## src/rtl/blit_engine.sv

```systemverilog
module blit_engine #(
  parameter int AW = 24,
  parameter int CW = 16
) (
  input  logic          clk,
  input  logic          rst_n,
  input  logic          cfg_we,
  input  logic [4:0]    cfg_addr,
  input  logic [31:0]   cfg_wdata,
  output logic [AW-1:0] mem_addr,
  output logic          mem_rd,
  output logic          mem_wr,
  output logic [7:0]    mem_wdata,
  input  logic [7:0]    mem_rdata,
  output logic          busy,
  output logic          done
);

  localparam logic [31:0] OFS_MASK = 32'h003F_FFF0;

  typedef enum logic [1:0] {S_IDLE, S_RSRC, S_LATCH, S_WRITE} st_t;

  st_t           st;
  logic [10:0]   ctrl;
  logic [AW-1:0] src, dst, fwd, bwd;
  logic [CW-1:0] cnt;
  logic [7:0]    fa, fb, dq;
  logic [2:0]    bitn;
  logic [1:0]    grp;

  wire solid  = ctrl[4];
  wire masked = ctrl[3] & ~ctrl[4];
  wire rmw    = ~ctrl[3] & ~ctrl[4] & (ctrl[2:1] != 2'd0);
  wire [2:0] gsz = (ctrl[8:7] == 2'd0) ? 3'd1 : (ctrl[8:7] == 2'd1) ? 3'd2 : 3'd4;
  wire glast  = ctrl[6] & ({1'b0, grp} == gsz - 3'd1);
  wire [AW-1:0] delta    = fwd - bwd;
  wire [AW-1:0] src_step = AW'(1) + (glast ? AW'(gsz) : '0) + (ctrl[9] ? delta : '0);
  wire [AW-1:0] dst_step = AW'(1) + (ctrl[10] ? delta : '0);
  wire mbit     = ctrl[5] ? dq[bitn] : dq[3'd7 - bitn];
  wire cfg_ctrl = cfg_we & (cfg_addr[4:2] == 3'd0);
  wire abort    = busy & cfg_ctrl & ~cfg_wdata[0];

  assign busy     = st != S_IDLE;
  assign mem_rd   = (st == S_RSRC) | ((st == S_LATCH) & rmw);
  assign mem_wr   = st == S_WRITE;
  assign mem_addr = (st == S_RSRC) ? src : dst;

  always_comb begin
    if (solid)       mem_wdata = fa;
    else if (masked) mem_wdata = mbit ? fb : fa;
    else begin
      case (ctrl[2:1])
        2'd1:    mem_wdata = dq & mem_rdata;
        2'd2:    mem_wdata = dq | mem_rdata;
        2'd3:    mem_wdata = dq ^ mem_rdata;
        default: mem_wdata = dq;
      endcase
    end
  end

  always_ff @(posedge clk or negedge rst_n) begin
    if (!rst_n) begin
      st <= S_IDLE; done <= 1'b0; ctrl <= '0;
      src <= '0; dst <= '0; fwd <= '0; bwd <= '0; cnt <= '0;
      fa <= '0; fb <= '0; dq <= '0; bitn <= '0; grp <= '0;
    end else begin
      done <= 1'b0;
      if (abort) begin
        st <= S_IDLE;
      end else if (!busy) begin
        if (cfg_we) begin
          case (cfg_addr[4:2])
            3'd0: begin
              ctrl <= cfg_wdata[10:0];
              bitn <= '0;
              grp  <= '0;
              if (cfg_wdata[0]) begin
                if (cnt == '0) done <= 1'b1;
                else st <= cfg_wdata[4] ? S_WRITE : S_RSRC;
              end
            end
            3'd1: src <= cfg_wdata[AW-1:0];
            3'd2: dst <= cfg_wdata[AW-1:0];
            3'd3: cnt <= cfg_wdata[CW-1:0];
            3'd4: fa  <= cfg_wdata[7:0];
            3'd5: fb  <= cfg_wdata[7:0];
            3'd6: fwd <= AW'(cfg_wdata & OFS_MASK);
            default: bwd <= AW'(cfg_wdata & OFS_MASK);
          endcase
        end
      end else begin
        case (st)
          S_RSRC: begin
            src <= src + src_step;
            grp <= glast ? 2'd0 : grp + 2'd1;
            st  <= S_LATCH;
          end
          S_LATCH: begin
            dq <= mem_rdata;
            st <= S_WRITE;
          end
          S_WRITE: begin
            dst  <= dst + dst_step;
            cnt  <= cnt - CW'(1);
            bitn <= bitn + 3'd1;
            if (cnt == CW'(1)) begin
              done <= 1'b1;
              st   <= S_IDLE;
            end else if (solid || (masked && bitn != 3'd7)) st <= S_WRITE;
            else st <= S_RSRC;
          end
          default: st <= S_IDLE;
        endcase
      end
    end
  end

  assert_excl_R12: assert property (@(posedge clk) disable iff (!rst_n)
    !(mem_rd && mem_wr));

  assert_done_idle_R10: assert property (@(posedge clk) disable iff (!rst_n)
    done |-> !busy);

  assert_last_done_R10: assert property (@(posedge clk) disable iff (!rst_n)
    (mem_wr && cnt == CW'(1) && !abort) |=> done);

  assert_solid_noread_R4: assert property (@(posedge clk) disable iff (!rst_n)
    (busy && solid) |-> !mem_rd);

  assert_rmw_R3: assert property (@(posedge clk) disable iff (!rst_n)
    (mem_wr && rmw) |-> $past(mem_rd));

  assert_abort_R11: assert property (@(posedge clk) disable iff (!rst_n)
    abort |=> (!busy && !done && !mem_wr && !mem_rd));

endmodule

```

## config.mk

```make
export PLATFORM = sky130hd
export DESIGN_NAME = blit_engine
export DESIGN_NICKNAME = d
export VERILOG_FILES = /design/src/rtl/blit_engine.sv
export SDC_FILE = /design/constraint.sdc
export NUM_CORES = 1
export LEC_CHECK = 0
export BUFFER_PORTS_ARGS = -buffer_cell sky130_fd_sc_hd__buf_4
export CAP_MARGIN = 20
export CORE_ASPECT_RATIO = 0.6
export CORE_MARGIN = 1
export CORE_UTILIZATION = 40
export DETAILED_ROUTE_END_ITERATION = 7
export PLACE_DENSITY = 0.55
export SKIP_CTS_REPAIR_TIMING = 1
export SLEW_MARGIN = 40
export SYNTH_ARGS = -nofsm -noshare
export SYNTH_HDL_FRONTEND = slang
export SYNTH_SLANG_ARGS = --single-unit
```

## constraint.sdc

```tcl
create_clock -name clk -period 8.6 [get_ports clk]
set_input_delay 0.86 -clock clk [delete_from_list [all_inputs] [get_ports clk]]
set_output_delay 0.86 -clock clk [all_outputs]
set_load 0.02 [all_outputs]
```

==> results of run 1 <==
layer usage:
layer	up-vias	part of all wire, %	global-route usage [%]
met3	21	8.2	7.45
met4	0	0.76	4.86
met2	255	35	28.3
met5	-	0	0
li1	4354	-	-
met1	4292	56	41.1
registers in the layout (all words and copies together) (netlist names):
register	cells
st	2
bwd	18
bitn	3
ctrl	10
done	1
fwd	18
cnt	16
src	24
dq	8
fb	8
dst	24
fa	8
grp	2
worst max-delay path: cells and delay by family (launching register included):
kind	cells	cell delay [ps]
XOR/XNOR	2	310
flip-flops	1	380
AND/OR/NAND/NOR	2	400
buffers and inverters	2	110
AO/OA/AOI/OAI	11	2830
adder cells (fa/ha/maj)	3	1020
layout make-up:
cell class              count  area (um2)
repair buffers             83         627
well taps                 352         440
clock buffers              18         439
fillers                  2518       13500
inverters                  57         216
flip-flops and latches    142        3550
multi-input cells         922        6570
clock inverters            14         181
kinds of logic after synthesis:
group	Yosys count	synth area share, %
XOR/XNOR	47	3.91
adder cells (fa/ha/maj)	82	9.89
buffers and inverters	110	4.09
flip-flops	142	33.8
AO/OA/AOI/OAI	341	20.2
multiplexers	111	12.4
AND/OR/NAND/NOR	341	15.8
through the flow:
step	setup slack (ps)	instances
after floorplan	4320	1174
after global placement	3350	1556
after detailed placement	3520	1556
after CTS	3500	1588
after global routing	3040	1588
final	3410	1588
synth_stat cells (4+ instances only):
cell type    n  area [um2]
mux2i_1     10         100
nand4_1      8        50.1
xor2_1      16         140
mux2_2      95        1070
dfrtp_1    142        3550
and2_1      43         269
nor4_1       5        31.3
o21bai_1     4        30.0
ha_1        80        1000
a22o_1       8        70.1
a21o_1      28         210
a211oi_1    21         158
nor3_1      24         120
and3_1       9        56.3
xnor2_1     31         272
clkbuf_1    37         139
a221o_1      8        80.1
or3_1        5        31.3
inv_1       51         191
nor2b_1      4        25.0
o21ai_0     69         345
buf_2       12        60.1
nand3b_1     6        45.0
a21oi_1     97         485
a31oi_1     23         144
o22a_1       7        61.3
o31ai_1      7        52.6
nand3_1     22         110
nor4b_1      4        35.0
o21a_1       5        37.5
nand2_1    101         379
buf_1        4        15.0
nor2_1      87         327
o211ai_1     4        30.0
o21ai_1     32         160
nand2b_1    13        81.3
how the worst min path moves through the flow:
stage	from	end	slack [ps]	cells after the start
final	rst_n	done	370	1
after detailed placement	bwd[5]	bwd[5]	490	1
after CTS	rst_n	done	390	1
after floorplan	cnt[10]	cnt[10]	470	2
after global routing	rst_n	done	410	1
after global placement	bwd[12]	bwd[12]	490	1
==> impl_results.md, run 1 <==
* Gr usage total at between 20% and 30%
* Syn_area_per_cell at 8.96 um2
* TritonCTS buffer count at 17
* Hold WS at 371 ps
* Netlist Area Pre-Place at roughly 0.011 mm2
* Max cap viols at 0
* GRT overflow at 0
* Setup-failing EPs final at 0
* Worst Path Arrival at between 5000 and 6000 ps
* Chip Height at around 130 um
* Max_slew headroom at about 40%
* Initial Util at between 40% and 50%
* Fin crit share at about three fifths
* Routed WL at between 30 and 40 mm
* Critical path's largest stage delay at around 590 ps
* Syn Nets at between 1000 and 1500
* Via density at approximately 5.6
* Hold/Removal Path Class: input pin to asynchronous set/reset pin
* Ys flop type: dfrtp_1
* Average wire per standard cell at about 20 um
* Asr flop ratio synth at 100%
* Placed cell areas at 0.0114 mm2
* Period minus WS final at ~5200 ps
* CP startpoint: fwd[4]
* Detailed Route Iter0 Violations at roughly 800
* R2R Setup Slk at ~3400 ps
* Crit-path slowest cell: o41ai_4
* Startpoint types: flop
* Worst Setup End Kind: flop
* Die area at about 0.027 mm2
* Final Core Density at between 40% and 50%
* Clock buffer depth at 2
* Root buf cell: clkbuf_16
* Worst Path Class, Setup: flop to flop
* Critical Path End: dst[23]
* Detail Placement HPWL at around 23 mm
* Worst-path cell chain: inv_1 -> ha_1 -> inv_1 -> fa_1 -> a211oi_1 -> o21ai_1 -> and3_1 -> o41ai_4 -> o21bai_1 -> a21oi_1 -> xnor2_1 -> and2_1 -> ha_1 -> a2111oi_0 -> o21ai_1 -> a32oi_1 -> o311ai_1 -> a31oi_1 -> xnor2_1 -> o211ai_1
* Die Span X at 211 um
* Status: complete, no violations
* I/O Buffers at between 70 and 80
* CTS clk-pin slew, worst paths at ~70 ps
* Most common cell after layout, fill and taps aside: dfrtp_1
* FF-to-FF End: dst[23]
* Core footprint at about 0.026 mm2
* Total negative slack at 0 ps
* RSZ-0062 raised after global routing: no
* Syn-to-layout area delta at 14.3%
* Clock Skews at roughly 14 ps
* Share of cells above drive strength 1 at a little under a fifth
* Worst r2r src: fwd[4]
* Sequential share of the synthesized area at roughly a third
* Vias in the first global route at 8267
* Worst Path Required at ~8900 ps
* First-pass GRT wire length at between 40 and 50 mm
* Number of synthesized flops with an enable pin at 0
* DRC viols at 0
* CP max FO at 8
* Yosys synthesis warning count at 0
* Placement Rows at between 40 and 50
* CTS Sinks at about 140
* Post-route cell area at 0.0120 mm2
* Worst Reg-to-Reg Cells at 20
* RD Place Congestion at between 0.9 and 1
* Commonest non-fill, non-tap cells in the layout: dfrtp_1, nand2_1, a21oi_1
* Final Hold Viols at 0
* Post-DRT Antenna Nets at 0
* Synthesized netlist cell count at around 1200
* Largest net degree at the start of global routing at 66
* ANT cells at 0
* Slew Viols, Final at 0
* CTS tree: done
* Max Clk Rate at 193 MHz
* Initial antenna violation count at 0
* Slew of the pin with the lowest slew margin at 877 ps
* Pre-antenna DRT Iters at 5
* Yosys cell types at 68
* Via count at between 8000 and 9000
* H-Tree Depth at 4
* Fin nets at about 1400
* FF+latch count, synth at approximately 140
* Worst-Skew Late Latency at around 460 ps
* I/O pins at 84
Power of run 1 is left out: the tool's default activity adds up to more than one toggle a clock period on the data nets, which glitch-free logic cannot reach.
==> run 2: changes to the inputs <==
clock period = 4.9 ns   (was 8.6 ns; I/O delays follow)
==> impl_results.md, run 2 (synthesis gave the netlist of run 1 again) <==
* CTS clk-pin slew, worst paths at 70 ps (about the same)
* Fill cells at 2494 (-0.95%)
* Crit-path slowest cell: fa_1
* Die Span X at 211 um (unchanged)
* TritonCTS buffer count at 17 (unchanged)
* H-Tree Depth at 4 (unchanged)
* Worst-path cell chain: inv_1 -> ha_1 -> inv_1 -> fa_1 -> a211oi_2 -> o21ai_1 -> and3_1 -> o41ai_4 -> o21bai_1 -> a21oi_1 -> xnor2_1 -> and2_1 -> ha_1 -> a21o_1 -> a2111oi_0 -> a211oi_1 -> a211oi_1 -> xnor2_1 -> mux2i_1 -> o21ai_1
* Hold/Removal Path Class: input pin to asynchronous set/reset pin
* Fin nets at 1358 (+0.37%)
* Max Clk Rate at 217 MHz (+13%)
* Root buf cell: clkbuf_16
* Routed WL at 31.0 mm (-0.78%)
* Initial antenna violation count at 1 (+1)
* Critical path's largest stage delay at 440 ps (-150 ps)
* Slew Viols, Final at 0 (unchanged)
* Worst-Skew Late Latency at 460 ps (about the same)
* Status: complete, no violations
* First-pass GRT wire length at 48.7 mm (-1.3%)
* Detailed Route Iter0 Violations at 786 (-0.88%)
* Placement Rows at 45 (unchanged)
* Final Core Density at 47.1% (+0.10 points)
* Gr usage total at 24.3% (-0.10 points)
* Pre-antenna DRT Iters at 7 (+2)
* Worst Path Arrival at 4980 ps (-540 ps)
* Setup-failing EPs final at 0 (unchanged)
* Largest net degree at the start of global routing at 74 (+12%)
* Vias in the first global route at 8084 (-2.2%)
* Clock buffer depth at 2 (unchanged)
* CTS Sinks at 142 (unchanged)
* Period minus WS final at 4600 ps (-587 ps)
* Max cap viols at 0 (unchanged)
* Area of the multi-input gates at 0.00658 mm2 (+0.27%)
* Syn-to-layout area delta at 14.5%
* Clock Skews at 20.3 ps (+6.63 ps)
* RD Place Congestion at 0.918 (+0.32%)
* I/O Buffers at 73 (unchanged)
* Initial Util at 41.2% (unchanged)
* Fin crit share at 93.9% (+34 points)
* Top flop regs: dst x24, src x24
* Chip Height at 128 um (unchanged)
* Dpl ws at 279 ps (-3240 ps)
* Core footprint at 0.0256 mm2 (unchanged)
* Commonest non-fill, non-tap cells in the layout: dfrtp_1, nand2_1, a21oi_1
* Via count at 8918 (-0.045%)
* Final worst slack at 299 ps (-3110 ps)
* CP max FO at 8 (unchanged)
* Average wire per standard cell at 19.5 um (-1.1%)
* Via density at 5.60 (-0.36%)
* Share of cells above drive strength 1 at 19.1% (+0.49 points)
* Most common cell after layout, fill and taps aside: dfrtp_1
* Post-DRT Antenna Nets at 0 (unchanged)
* ANT cells at 0 (unchanged)
* CTS tree: done
* Max_slew headroom at 46.4% (+5.5 points)
* Worst Setup End Kind: flop
* Worst Path Class, Setup: flop to flop
* Final Hold Viols at 0 (unchanged)
* Detail Placement HPWL at 23.1 mm (-1.0%)
* DRC viols at 0 (unchanged)
* Startpoint types: flop
* GRT overflow at 0 (unchanged)
* Reg area at 0.00355 mm2 (unchanged)
* Die area at 0.0270 mm2 (unchanged)
* Worst Path Required at 5280 ps (-3650 ps)
* Slew of the pin with the lowest slew margin at 795 ps (-81.6 ps)
* I/O pins at 84 (unchanged)
## run 2: final timing paths
| kind | from | end | slack, ps | cells after the start |
|---|---|---|---|---|
| max | fwd[4] | dst[22] | 300 | 20 |
| min | rst_n | dst[1] | 80 | 1 |
| max reg2reg | fwd[4] | dst[22] | 300 | 20 |
| min reg2reg | dst[4] | dst[4] | 500 | 2 |
| max in group asynchronous | rst_n | fwd[15] | 3770 | 2 |
| min in group clk | cfg_wdata[18] | fwd[18] | 280 | 2 |
## run 2: per-stage QoR
step | TNS [ps] | cells | cell area (um2) | hold WS, ps
4_1_cts | 0 | 1593 | 12000 | 108
3_5_place_dp | 0 | 1561 | 11400 | 493
2_1_floorplan | 0 | 1174 | 10500 | 194
6_report | 0 | 1593 | 12100 | 83.6
5_1_grt | -17.3 | 1593 | 12100 | 144
3_3_place_gp | 0 | 1561 | 11400 | 488
## run 2: routing by layer
metal  routed length, um  track usage, %  vias up
li1                    -               -     4369
met1               17500            41.6     4270
met2               10600            27.7      256
met3                2630            7.03       23
met4                 244            4.86        0
met5                   0               0        -
## run 2: area by class of cell
class | count | area share, %
inverter | 57 | 1.80
multi-input combinational | 922 | 54.6
clock inverter | 12 | 1.12
clock buffer | 20 | 3.79
timing repair buffer | 88 | 5.51
sequential | 142 | 29.5
tap | 352 | 3.65
## run 2: critical path: cells and delay by family (launching register included)
| family | cells | cell delay (ps) |
|---|---|---|
| AOI/OAI and AO/OA | 10 | 2220 |
| xor gates and xnor gates | 2 | 320 |
| adders and majority gates | 3 | 1010 |
| buffers and inverters | 2 | 110 |
| DFF | 1 | 370 |
| muxes | 1 | 100 |
| and+or+nand+nor | 2 | 390 |
Power of run 2 is left out for the same reason.
==> run 3: changes to the inputs <==
BUFFER_PORTS_ARGS = not set   (was -buffer_cell sky130_fd_sc_hd__buf_4)
CELL_PAD_IN_SITES_DETAIL_PLACEMENT = 1   (was not set)
CELL_PAD_IN_SITES_GLOBAL_PLACEMENT = 1   (was not set)
DONT_BUFFER_PORTS = 1   (was not set)
GPL_TIMING_DRIVEN = 0   (was not set)
PLACE_DENSITY = 0.65   (was 0.55)
==> impl_results.md, run 3 (synthesis gave the netlist of run 1 again) <==
* Slew Viols, Final at 0 (unchanged)
* First-pass GRT wire length at 58.1 mm (+19%)
* Via density at 5.88 (+5.0%)
* RD Place Congestion at 0.946 (+3.1%)
* Die area at 0.0270 mm2 (unchanged)
* Fin nets at 1325 (-2.4%)
* Max_slew headroom at 40.9% (-5.5 points)
* Most common cell after layout, fill and taps aside: dfrtp_1
* CTS Sinks at 142 (unchanged)
* Fin crit share at 94.8% (+0.90 points)
* Setup-failing EPs final at 0 (unchanged)
* Clock buffer depth at 2 (unchanged)
* CTS tree: done
* CTS clk-pin slew, worst paths at 70 ps (about the same)
* RSZ-0062 raised after global routing: no
* Gr usage total at 29.4% (+5.1 points)
* H-Tree Depth at 4 (unchanged)
* Root buf cell: clkbuf_16
* CP startpoint: fwd[4]
* Clock Skews at 19.1 ps (-1.27 ps)
* Largest net degree at the start of global routing at 143 (+93%)
* Pre-antenna DRT Iters at 5 (-2)
* Max Clk Rate at 215 MHz (-0.95%)
* Hold WS at -4.17 ps (-87.8 ps)
* Chip Height at 128 um (unchanged)
* I/O pins at 84 (unchanged)
* Worst Path Class, Setup: flop to flop
* Final Hold Viols at 1 (+1)
* Worst Setup End Kind: flop
* Via count at 9172 (+2.8%)
* Fill cells at 3008 (+21%)
* Worst Path Required at 5280 ps (about the same)
* FF-to-FF End: src[23]
* Failing checks: hold timing
* Worst-path cell chain: inv_1 -> ha_1 -> inv_1 -> fa_2 -> a211oi_2 -> o21ai_1 -> and3_1 -> o41ai_4 -> buf_4 -> o21ai_1 -> a21oi_1 -> xnor2_1 -> and2_1 -> ha_1 -> a21o_1 -> a21o_1 -> or3_1 -> or3_1 -> a21o_1 -> a21oi_1 -> nand3b_1
* Share of cells above drive strength 1 at 14.4% (-4.7 points)
* Post-DRT Antenna Nets at 0 (unchanged)
* Detail Placement HPWL at 29.1 mm (+26%)
* GRT overflow at 0 (unchanged)
* R2R Setup Slk at 250 ps (-40 ps)
* Detailed Route Iter0 Violations at 704 (-10%)
* Vias in the first global route at 8964 (+11%)
* Critical Path End: src[23]
* Placement Rows at 45 (unchanged)
* Worst Reg-to-Reg Cells at 21 (+5.0%)
* Worst r2r src: fwd[4]
* Critical path's largest stage delay at 380 ps (-60 ps)
* Top flop regs: dst x24, src x24
* Hold/Removal Path Class: input pin to asynchronous set/reset pin
* Final non-filler cell total at 1561 (-2.0%)
* Period minus WS final at 4650 ps (+44.0 ps)
* Slew of the pin with the lowest slew margin at 886 ps (+90.8 ps)
* Max cap viols at 0 (unchanged)
* Worst Path Arrival at 5020 ps (+40 ps)
* Crit-path slowest cell: dfrtp_1
* Commonest non-fill, non-tap cells in the layout: dfrtp_1, nand2_1, mux2_2
* Average wire per standard cell at 24.4 um (+26%)
* TritonCTS buffer count at 17 (unchanged)
* Most frequent cell on the critical path: a21o_1
* Die Span X at 211 um (unchanged)
* Syn-to-layout area delta at 10.8%
* Status: finished with violations
* Final Core Density at 45.6% (-1.6 points)
* Area of the multi-input gates at 0.00663 mm2 (+0.67%)
* Routed WL at 38.1 mm (+23%)
* Initial Util at 41.2% (unchanged)
* I/O Buffers at 0 (-100%)
* CP max FO at 4 (-4)
* Core footprint at 0.0256 mm2 (unchanged)
* Worst-Skew Late Latency at 460 ps (about the same)
* DRC viols at 0 (unchanged)
* Startpoint types: flop
* Reg area at 0.00355 mm2 (about the same)
* Initial antenna violation count at 0 (-1)
* Total negative slack at 0 ps (unchanged)
* Cell count after placement at 1526 (-2.2%)
run 3: cell types whose count changed in the layout (fill, tap and decap cells not counted), moves of 2 or more:
cell        before  now
buf_1            0    2
buf_4           87    2
clkbuf_1         1   36
bufinv_16        2    0
a21oi_2          1    3
a21oi_1         96   94
a211oi_2         1    3
clkinvlp_4       1    3
buf_2            0   14
a2111oi_0        2    0
clkinv_2         3    1
a211oi_1        20   18
run 3: critical path: cells and delay by family, from the launching register on:
family	cells	cell delay, ps
DFF	1	380
buffers and inverters	3	350
xor gates and xnor gates	1	170
and+or+nand+nor	5	1190
AOI/OAI and AO/OA	9	1750
adders and majority gates	3	750
run 3: per-stage QoR:
| stage | setup slack (ps) | area (um2) |
|---|---|---|
| after floorplan | 616 | 10500 |
| after global placement | -564 | 11000 |
| after detailed placement | -428 | 11000 |
| after CTS | -444 | 11500 |
| after global routing | 12.1 | 11600 |
| final | 255 | 11700 |
run 3: worst min path at each step:
stage | to | slack (ps) | cells after the start
2_1_floorplan | bitn[0] | 190 | 0
5_1_grt | dq[2] | 70 | 1
6_report | dq[2] | -4 | 1
3_5_place_dp | dst[2] | 200 | 0
4_1_cts | bwd[21] | -290 | 0
3_3_place_gp | dst[2] | 200 | 0
run 3: area by class of cell:
type	count	share of cell area, %
multi-input combinational	922	56.9
sequential	142	30.5
clock buffer	20	3.92
tap	352	3.78
inverter	57	1.86
buffer	52	1.84
clock inverter	12	0.859
timing repair buffer	3	0.365
antenna	1	0.0215
run 3: routing by layer:
layer	share of wire [%]	track usage (%)	up-vias
met4	0.67	4.73	0
li1	-	-	4300
met2	36	35.4	325
met3	11	10.5	19
met1	53	48.0	4528
met5	0	0	-
Power of run 3 is left out for the same reason.
